[src/rtl/memconc_pkg.sv]
package memconc_pkg;

  // Counter slots inside the live and shadow arrays
  localparam int IDX_ACCESS   = 0;
  localparam int IDX_MISS     = 1;
  localparam int IDX_PUREMISS = 2;
  localparam int IDX_ACTIVE   = 3;
  localparam int IDX_HITCYC   = 4;
  localparam int IDX_MISSCYC  = 5;
  localparam int IDX_PURECYC  = 6;
  localparam int IDX_HITSUM   = 7;
  localparam int IDX_PURESUM  = 8;
  localparam int IDX_OUTSUM   = 9;
  localparam int NUM_CNT      = 10;

  // Strobes from control to datapath, one set per cycle
  typedef struct packed {
    logic hitCycle;
    logic missCycle;
    logic pureCycle;
    logic activeCycle;
    logic accessStb;
    logic missStb;
    logic pureRetire;
    logic snap;
    logic clear;
  } ctrlStrobes_t;

endpackage

[src/rtl/memconc_satcnt.sv]
module memconc_satcnt #(
  parameter int W = 64
) (
  input  logic         clk,
  input  logic         rstN,
  input  logic         clr,
  input  logic [W-1:0] inc,
  output logic [W-1:0] value,
  output logic         satHit
);

  logic [W:0] sum;

  assign sum    = {1'b0, value} + {1'b0, inc};
  assign satHit = sum[W];

  always_ff @(posedge clk or negedge rstN) begin
    if (!rstN)       value <= '0;
    else if (clr)    value <= '0;
    else if (sum[W]) value <= '1;
    else             value <= sum[W-1:0];
  end

endmodule

[src/rtl/memconc_ctrl.sv]
module memconc_ctrl
  import memconc_pkg::*;
#(
  parameter int HIT_W  = 4,
  parameter int MISS_W = 5,
  parameter int ID_W   = 4
) (
  input  logic              clk,
  input  logic              rstN,
  input  logic [HIT_W-1:0]  hitCount,
  input  logic [MISS_W-1:0] missCount,
  input  logic              accessIssue,
  input  logic              missDetect,
  input  logic [ID_W-1:0]   missDetectId,
  input  logic              missRetire,
  input  logic [ID_W-1:0]   missRetireId,
  input  logic              snapshotReq,
  input  logic              clearReq,
  output ctrlStrobes_t      strobes
);

  localparam int DEPTH = 1 << ID_W;

  logic [DEPTH-1:0] entryValid, entryPure;
  logic [DEPTH-1:0] validNow, validNext, pureNext;
  logic             hitCyc, missCyc, pureCyc, doClear;
  logic             retireHit, retireFlag;

  // Cycle classification
  always_comb begin
    hitCyc  = (hitCount != '0);
    missCyc = (missCount != '0);
    pureCyc = missCyc && !hitCyc;
    doClear = clearReq && !snapshotReq;
  end

  // Miss table: validity and sticky pure flags
  always_comb begin
    validNow = entryValid;
    if (missDetect) validNow[missDetectId] = 1'b1;

    retireHit = missRetire && validNow[missRetireId];
    if (missDetect && (missDetectId == missRetireId))
      retireFlag = pureCyc;
    else
      retireFlag = entryPure[missRetireId] || pureCyc;

    pureNext = entryPure | (validNow & {DEPTH{pureCyc}});
    if (missDetect) pureNext[missDetectId] = pureCyc;

    validNext = validNow;
    if (retireHit) begin
      validNext[missRetireId] = 1'b0;
      pureNext[missRetireId]  = 1'b0;
    end
    if (doClear) pureNext = '0;
  end

  always_ff @(posedge clk or negedge rstN) begin
    if (!rstN) begin
      entryValid <= '0;
      entryPure  <= '0;
    end else begin
      entryValid <= validNext;
      entryPure  <= pureNext;
    end
  end

  always_comb begin
    strobes.hitCycle    = hitCyc;
    strobes.missCycle   = missCyc;
    strobes.pureCycle   = pureCyc;
    strobes.activeCycle = hitCyc || missCyc;
    strobes.accessStb   = accessIssue;
    strobes.missStb     = missDetect;
    strobes.pureRetire  = retireHit && retireFlag;
    strobes.snap        = snapshotReq;
    strobes.clear       = doClear;
  end

endmodule

[src/rtl/memconc_datapath.sv]
module memconc_datapath
  import memconc_pkg::*;
#(
  parameter int CNT_W  = 64,
  parameter int HIT_W  = 4,
  parameter int MISS_W = 5
) (
  input  logic                            clk,
  input  logic                            rstN,
  input  ctrlStrobes_t                    strobes,
  input  logic [HIT_W-1:0]                hitCount,
  input  logic [MISS_W-1:0]               missCount,
  output logic [NUM_CNT-1:0][CNT_W-1:0]   liveCounts,
  output logic                            liveOverflow,
  output logic [NUM_CNT-1:0][CNT_W-1:0]   snapCounts,
  output logic                            snapOverflow
);

  logic [NUM_CNT-1:0][CNT_W-1:0] incVec;
  logic [NUM_CNT-1:0]            satHits;

  always_comb begin
    incVec               = '0;
    incVec[IDX_ACCESS]   = CNT_W'(strobes.accessStb);
    incVec[IDX_MISS]     = CNT_W'(strobes.missStb);
    incVec[IDX_PUREMISS] = CNT_W'(strobes.pureRetire);
    incVec[IDX_ACTIVE]   = CNT_W'(strobes.activeCycle);
    incVec[IDX_HITCYC]   = CNT_W'(strobes.hitCycle);
    incVec[IDX_MISSCYC]  = CNT_W'(strobes.missCycle);
    incVec[IDX_PURECYC]  = CNT_W'(strobes.pureCycle);
    incVec[IDX_HITSUM]   = strobes.hitCycle  ? CNT_W'(hitCount)  : '0;
    incVec[IDX_PURESUM]  = strobes.pureCycle ? CNT_W'(missCount) : '0;
    incVec[IDX_OUTSUM]   = strobes.missCycle ? CNT_W'(missCount) : '0;
  end

  for (genvar g = 0; g < NUM_CNT; g++) begin : gen_cnt
    memconc_satcnt #(.W(CNT_W)) u_cnt (
      .clk    (clk),
      .rstN   (rstN),
      .clr    (strobes.clear),
      .inc    (incVec[g]),
      .value  (liveCounts[g]),
      .satHit (satHits[g])
    );
  end

  always_ff @(posedge clk or negedge rstN) begin
    if (!rstN)              liveOverflow <= 1'b0;
    else if (strobes.clear) liveOverflow <= 1'b0;
    else if (|satHits)      liveOverflow <= 1'b1;
  end

  always_ff @(posedge clk or negedge rstN) begin
    if (!rstN) begin
      snapCounts   <= '0;
      snapOverflow <= 1'b0;
    end else if (strobes.snap) begin
      snapCounts   <= liveCounts;
      snapOverflow <= liveOverflow;
    end
  end

endmodule

[src/rtl/memconc_monitor.sv]
module memconc_monitor
  import memconc_pkg::*;
#(
  parameter int CNT_W  = 64,
  parameter int HIT_W  = 4,
  parameter int MISS_W = 5,
  parameter int ID_W   = 4
) (
  input  logic              clk,
  input  logic              rstN,
  input  logic [HIT_W-1:0]  hitCount,
  input  logic [MISS_W-1:0] missCount,
  input  logic              accessIssue,
  input  logic              missDetect,
  input  logic [ID_W-1:0]   missDetectId,
  input  logic              missRetire,
  input  logic [ID_W-1:0]   missRetireId,
  input  logic              snapshotReq,
  input  logic              clearReq,
  output logic [CNT_W-1:0]  snapAccesses,
  output logic [CNT_W-1:0]  snapMisses,
  output logic [CNT_W-1:0]  snapPureMisses,
  output logic [CNT_W-1:0]  snapActiveCycles,
  output logic [CNT_W-1:0]  snapHitCycles,
  output logic [CNT_W-1:0]  snapMissCycles,
  output logic [CNT_W-1:0]  snapPureMissCycles,
  output logic [CNT_W-1:0]  snapHitConcSum,
  output logic [CNT_W-1:0]  snapPureConcSum,
  output logic [CNT_W-1:0]  snapOutstandingSum,
  output logic              snapOverflow
);

  ctrlStrobes_t                  strobes;
  logic [NUM_CNT-1:0][CNT_W-1:0] liveCounts, snapCounts;
  logic                          liveOverflow;

  memconc_ctrl #(.HIT_W(HIT_W), .MISS_W(MISS_W), .ID_W(ID_W)) u_ctrl (
    .clk          (clk),
    .rstN         (rstN),
    .hitCount     (hitCount),
    .missCount    (missCount),
    .accessIssue  (accessIssue),
    .missDetect   (missDetect),
    .missDetectId (missDetectId),
    .missRetire   (missRetire),
    .missRetireId (missRetireId),
    .snapshotReq  (snapshotReq),
    .clearReq     (clearReq),
    .strobes      (strobes)
  );

  memconc_datapath #(.CNT_W(CNT_W), .HIT_W(HIT_W), .MISS_W(MISS_W)) u_dp (
    .clk          (clk),
    .rstN         (rstN),
    .strobes      (strobes),
    .hitCount     (hitCount),
    .missCount    (missCount),
    .liveCounts   (liveCounts),
    .liveOverflow (liveOverflow),
    .snapCounts   (snapCounts),
    .snapOverflow (snapOverflow)
  );

  assign snapAccesses       = snapCounts[IDX_ACCESS];
  assign snapMisses         = snapCounts[IDX_MISS];
  assign snapPureMisses     = snapCounts[IDX_PUREMISS];
  assign snapActiveCycles   = snapCounts[IDX_ACTIVE];
  assign snapHitCycles      = snapCounts[IDX_HITCYC];
  assign snapMissCycles     = snapCounts[IDX_MISSCYC];
  assign snapPureMissCycles = snapCounts[IDX_PURECYC];
  assign snapHitConcSum     = snapCounts[IDX_HITSUM];
  assign snapPureConcSum    = snapCounts[IDX_PURESUM];
  assign snapOutstandingSum = snapCounts[IDX_OUTSUM];

endmodule

[config.mk]
export PLATFORM = sky130hd
export DESIGN_NAME = memconc_monitor
export DESIGN_NICKNAME = d
export VERILOG_FILES = /design/src/rtl/memconc_pkg.sv /design/src/rtl/memconc_satcnt.sv /design/src/rtl/memconc_ctrl.sv /design/src/rtl/memconc_datapath.sv /design/src/rtl/memconc_monitor.sv
export SDC_FILE = /design/constraint.sdc
export NUM_CORES = 2
export LEC_CHECK = 0
export ABC_CLOCK_PERIOD_IN_PS = 4200
export BUFFER_PORTS_ARGS = -buffer_cell sky130_fd_sc_hd__buf_2
export CORE_ASPECT_RATIO = 1.5
export CORE_MARGIN = 2
export CORE_UTILIZATION = 40
export DETAILED_ROUTE_END_ITERATION = 12
export PLACE_DENSITY = 0.7
export SYNTH_ARGS = -nofsm -noshare
export SYNTH_HDL_FRONTEND = slang
export SYNTH_SLANG_ARGS = --single-unit
[constraint.sdc]
create_clock -name clk -period 4.2 [get_ports clk]
set_input_delay 0.84 -clock clk [delete_from_list [all_inputs] [get_ports clk]]
set_output_delay 0.84 -clock clk [all_outputs]
set_load 0.005 [all_outputs]
==> metrics.md <==
| Metric | Value |
|---|---|
| Status | complete, no violations |
| Period utilization | 86.5% |
| Routed wire per std cell | roughly 20 µm |
| Total setup buffers inserted after CTS | 0 |
| DRT antenna net count | 0 |
| Nets | 5,856 |
| Buffers added on ports | around 660 |
| Vias in the first global route | ~43k |
| Layout cell share with drive strength beyond 1 | 29.6% |
| Post-Syn Area per Cell | about 11 µm² |
| Setup crit end | u_dp.gen_cnt[2].u_cnt.value[63] |
| CTS Hold Bufs | 0 |
| Power, Total | 27.5 mW |
| WHS | a little over 60 ps |
| Synth Area in Adders | less than 1% |
| Ys Warns | 0 |
| Pwr/cell area | 395 nW/µm² |
| Num rows | 171 |
| Met3 wire length | between 10,000 and 15,000 µm |
| Period minus WS final | 3630 ps |
| Gr usage total | 21.2% |
| Max Slew Vio Count | 0 |
| Final Hold Vio Count | 0 |
| Number of synthesized register bits | 1,314 |
| Skew-Pair Late Insertion Delay | 790 ps |
| P&R area growth vs syn | 18.8% |
| Yosys cell types | 63 |
| First-pass GRT wire length | between 200,000 and 250,000 µm |
| Clock sinks | 1,314 |
| Total CTS buffers | around 130 |
| Number of synthesized flops with an enable pin | 0 |
| Clock Tree Buf Depth | 3 |
| M1 WL | around 67,000 µm |
| Syn nets | roughly 5.1k |
| Non-Filler Instances | 7,809 |
| Initial antenna violation count | 12 |
| Total number of H-tree levels | 4 |
| Gpl congestion | 0.881 |
| Core area | between 100,000 and 150,000 µm² |
| Worst slack, placed | -141 ps |
| Post-Synthesis Cells | 5,093 |
| Most common cell after layout, fill and taps aside | dfrtp_1 |
| Ys async rst share | 100% |
| Via count | 42.7k |
| RSZ-0062 raised after global routing | false |
| Mapped Area | between 50,000 and 60,000 µm² |
| Seq/Total Area, Yosys | 56.2% |
| Iter 0 DRT Violations | 3,026 |
| Crit path from | u_ctrl.entryPure[6] |
| Final core occ | 47.9% |
| Reg2reg start | u_ctrl.entryPure[6] |
| Fin area | 69,500 µm² |
| Max Freq | 275 MHz |
| Top Metal Used | met5 |
| Simple-gate area share of the yosys netlist | 13.3% |
| Final setup vio count | 0 |
| Post-synthesis mux area share | 12.8% |
| Post-place instance area | 65,000 µm² |
| RR Endpoint | u_dp.gen_cnt[2].u_cnt.value[63] |
| PostCTS Resize Cnt | 0 |
| Max VDD drop | 400 µV |
| I/O pins | 665 |
| Worst EP required | 4830 ps |
| Root buffer cell | clkbuf_16 |
| Post-Place Cells | 7,571 |
| Startpoint Class | flip-flop |
| Chip width | 316 µm |
| Synth Area in Compound Gates | under 10% |
| Worst r2r path cells | 15 |
| Main synth FF type | dfrtp_1 |
| P_leak | around 34 nW |
| Slew margin rel. | 30.6% |
| Routed length on met2 | 76,000 µm |
| PnR worst setup slack | 566 ps |
| Die H | 472 µm |
| FF-to-FF setup slack | 570 ps |
| CTS tree | yes |
| Die area | 149,000 µm² |
| Clock transition at the registers of the reported paths | 60 ps |
| Skew final | 46.6 ps |
| DRC | 0 |
| Crit. End Element | flip-flop |
| Total grt overflow | 0 |
| Crit path max fanout | 4 |
| Commonest cells after routing, fill and taps aside | dfrtp_1, buf_2, mux2_2 |
| Final WL | 160,000 µm |
| Actual slew at the worst max-slew pin | 1040 ps |
| Critical Path AT | 4270 ps |
| TNS Setup | 0 ps |
| Worst Hold Class | in -> async |
| Synth Area in XOR/XNOR | 7.57% |
| Critical path class | reg -> reg |
| DP HPWL | 114,000 µm |
| Largest family of logic cells by synthesized area | simple AND/OR/NAND/NOR gates |
| Via-per-instance ratio | 5.47 |
| Largest net degree at the start of global routing | approximately 140 |
| MaxCap Viol Count | 0 |
| Drt pass-1 iters | 5 |
| Starting density of the core | 40.3% |
where the power goes:
part	switching (mW)	internal, mW	leakage, nW
registers	0.313	13.0	18.2
clock network	5.17	7.21	2.21
logic	1.04	0.726	13.2
total	6.52	20.9	33.7
state kept, by name (all words and copies together), names as in the netlist:
name,count
u_dp.liveOverflow,1
u_ctrl.entryValid,16
u_dp.gen_cnt.u_cnt.value,640
u_dp.snapOverflow,1
u_ctrl.entryPure,16
u_dp.snapCounts,640
cell families after synthesis:
group           Yosys count
buf+inv                 334
compound gates          759
fa+ha+maj                31
xor+xnor                506
mux                     660
flops                  1314
simple gates           1489
synth_stat cells, drive strengths merged, types with 4 or more instances:
cell type / number / area share [%]
a211oi: 33 / 0.42
a21o: 7 / 0.090
a21oi: 599 / 5.1
a221oi: 5 / 0.075
a311oi: 17 / 0.25
a31o: 6 / 0.090
a31oi: 34 / 0.36
and2: 32 / 0.34
and3: 154 / 1.6
and4: 67 / 1.0
buf: 31 / 0.24
clkbuf: 227 / 1.5
dfrtp: 1314 / 56
ha: 28 / 0.60
inv: 76 / 0.49
mux2: 642 / 12
mux2i: 11 / 0.19
mux4: 7 / 0.27
nand2: 275 / 1.8
nand2b: 9 / 0.096
nand3: 262 / 2.2
nand4: 155 / 1.7
nand4b: 4 / 0.086
nor2: 270 / 1.7
nor2b: 19 / 0.20
nor3: 120 / 1.0
nor3b: 8 / 0.10
nor4: 51 / 0.62
nor4b: 4 / 0.060
o211a: 20 / 0.34
o21a: 13 / 0.17
o21ai: 13 / 0.11
or2: 19 / 0.20
or3: 18 / 0.19
or4: 11 / 0.14
xnor2: 221 / 3.3
xor2: 285 / 4.3
worst min-delay path by stage:
stage	endpoint	slack, ps	cells past startpoint
after floorplan	u_dp.gen_cnt[9].u_cnt.value[58]	460	1
after global placement	u_dp.snapCounts[184]	480	1
after detailed placement	u_dp.snapOverflow	490	1
after CTS	u_dp.snapCounts[486]	40	1
after global routing	u_dp.snapCounts[475]	70	1
final	u_dp.snapCounts[481]	60	1
routing by layer:
metal,vias up,GRT usage [%]
li1,19600,-
met1,21700,27.2
met2,1198,34.2
met3,238,6.32
met4,8,6.56
met5,-,0
cell type report:
cell class	instances	area [µm²]
Timing Repair Buffer	833	5040
Inverter	76	285
Clock inverter	60	825
Fill cell	13000	75500
Tap cell	1903	2380
Sequential cell	1314	32900
Clock buffer	172	3690
Multi-Input combinational cell	3445	24400
Antenna cell	6	15.0
worst max-delay path, cell delays in order (launching register included):
cell,delay [ps]
dfrtp_1,420
mux4_2,470
mux4_2,460
a21boi_0,140
o21ai_0,150
a221oi_1,70
buf_4,170
ha_1,190
ha_1,190
buf_4,140
and2_0,160
and3_1,190
nand3_1,110
nor2b_1,80
nor3_1,380
a211oi_1,150
(Power assumes the default switching activity.)
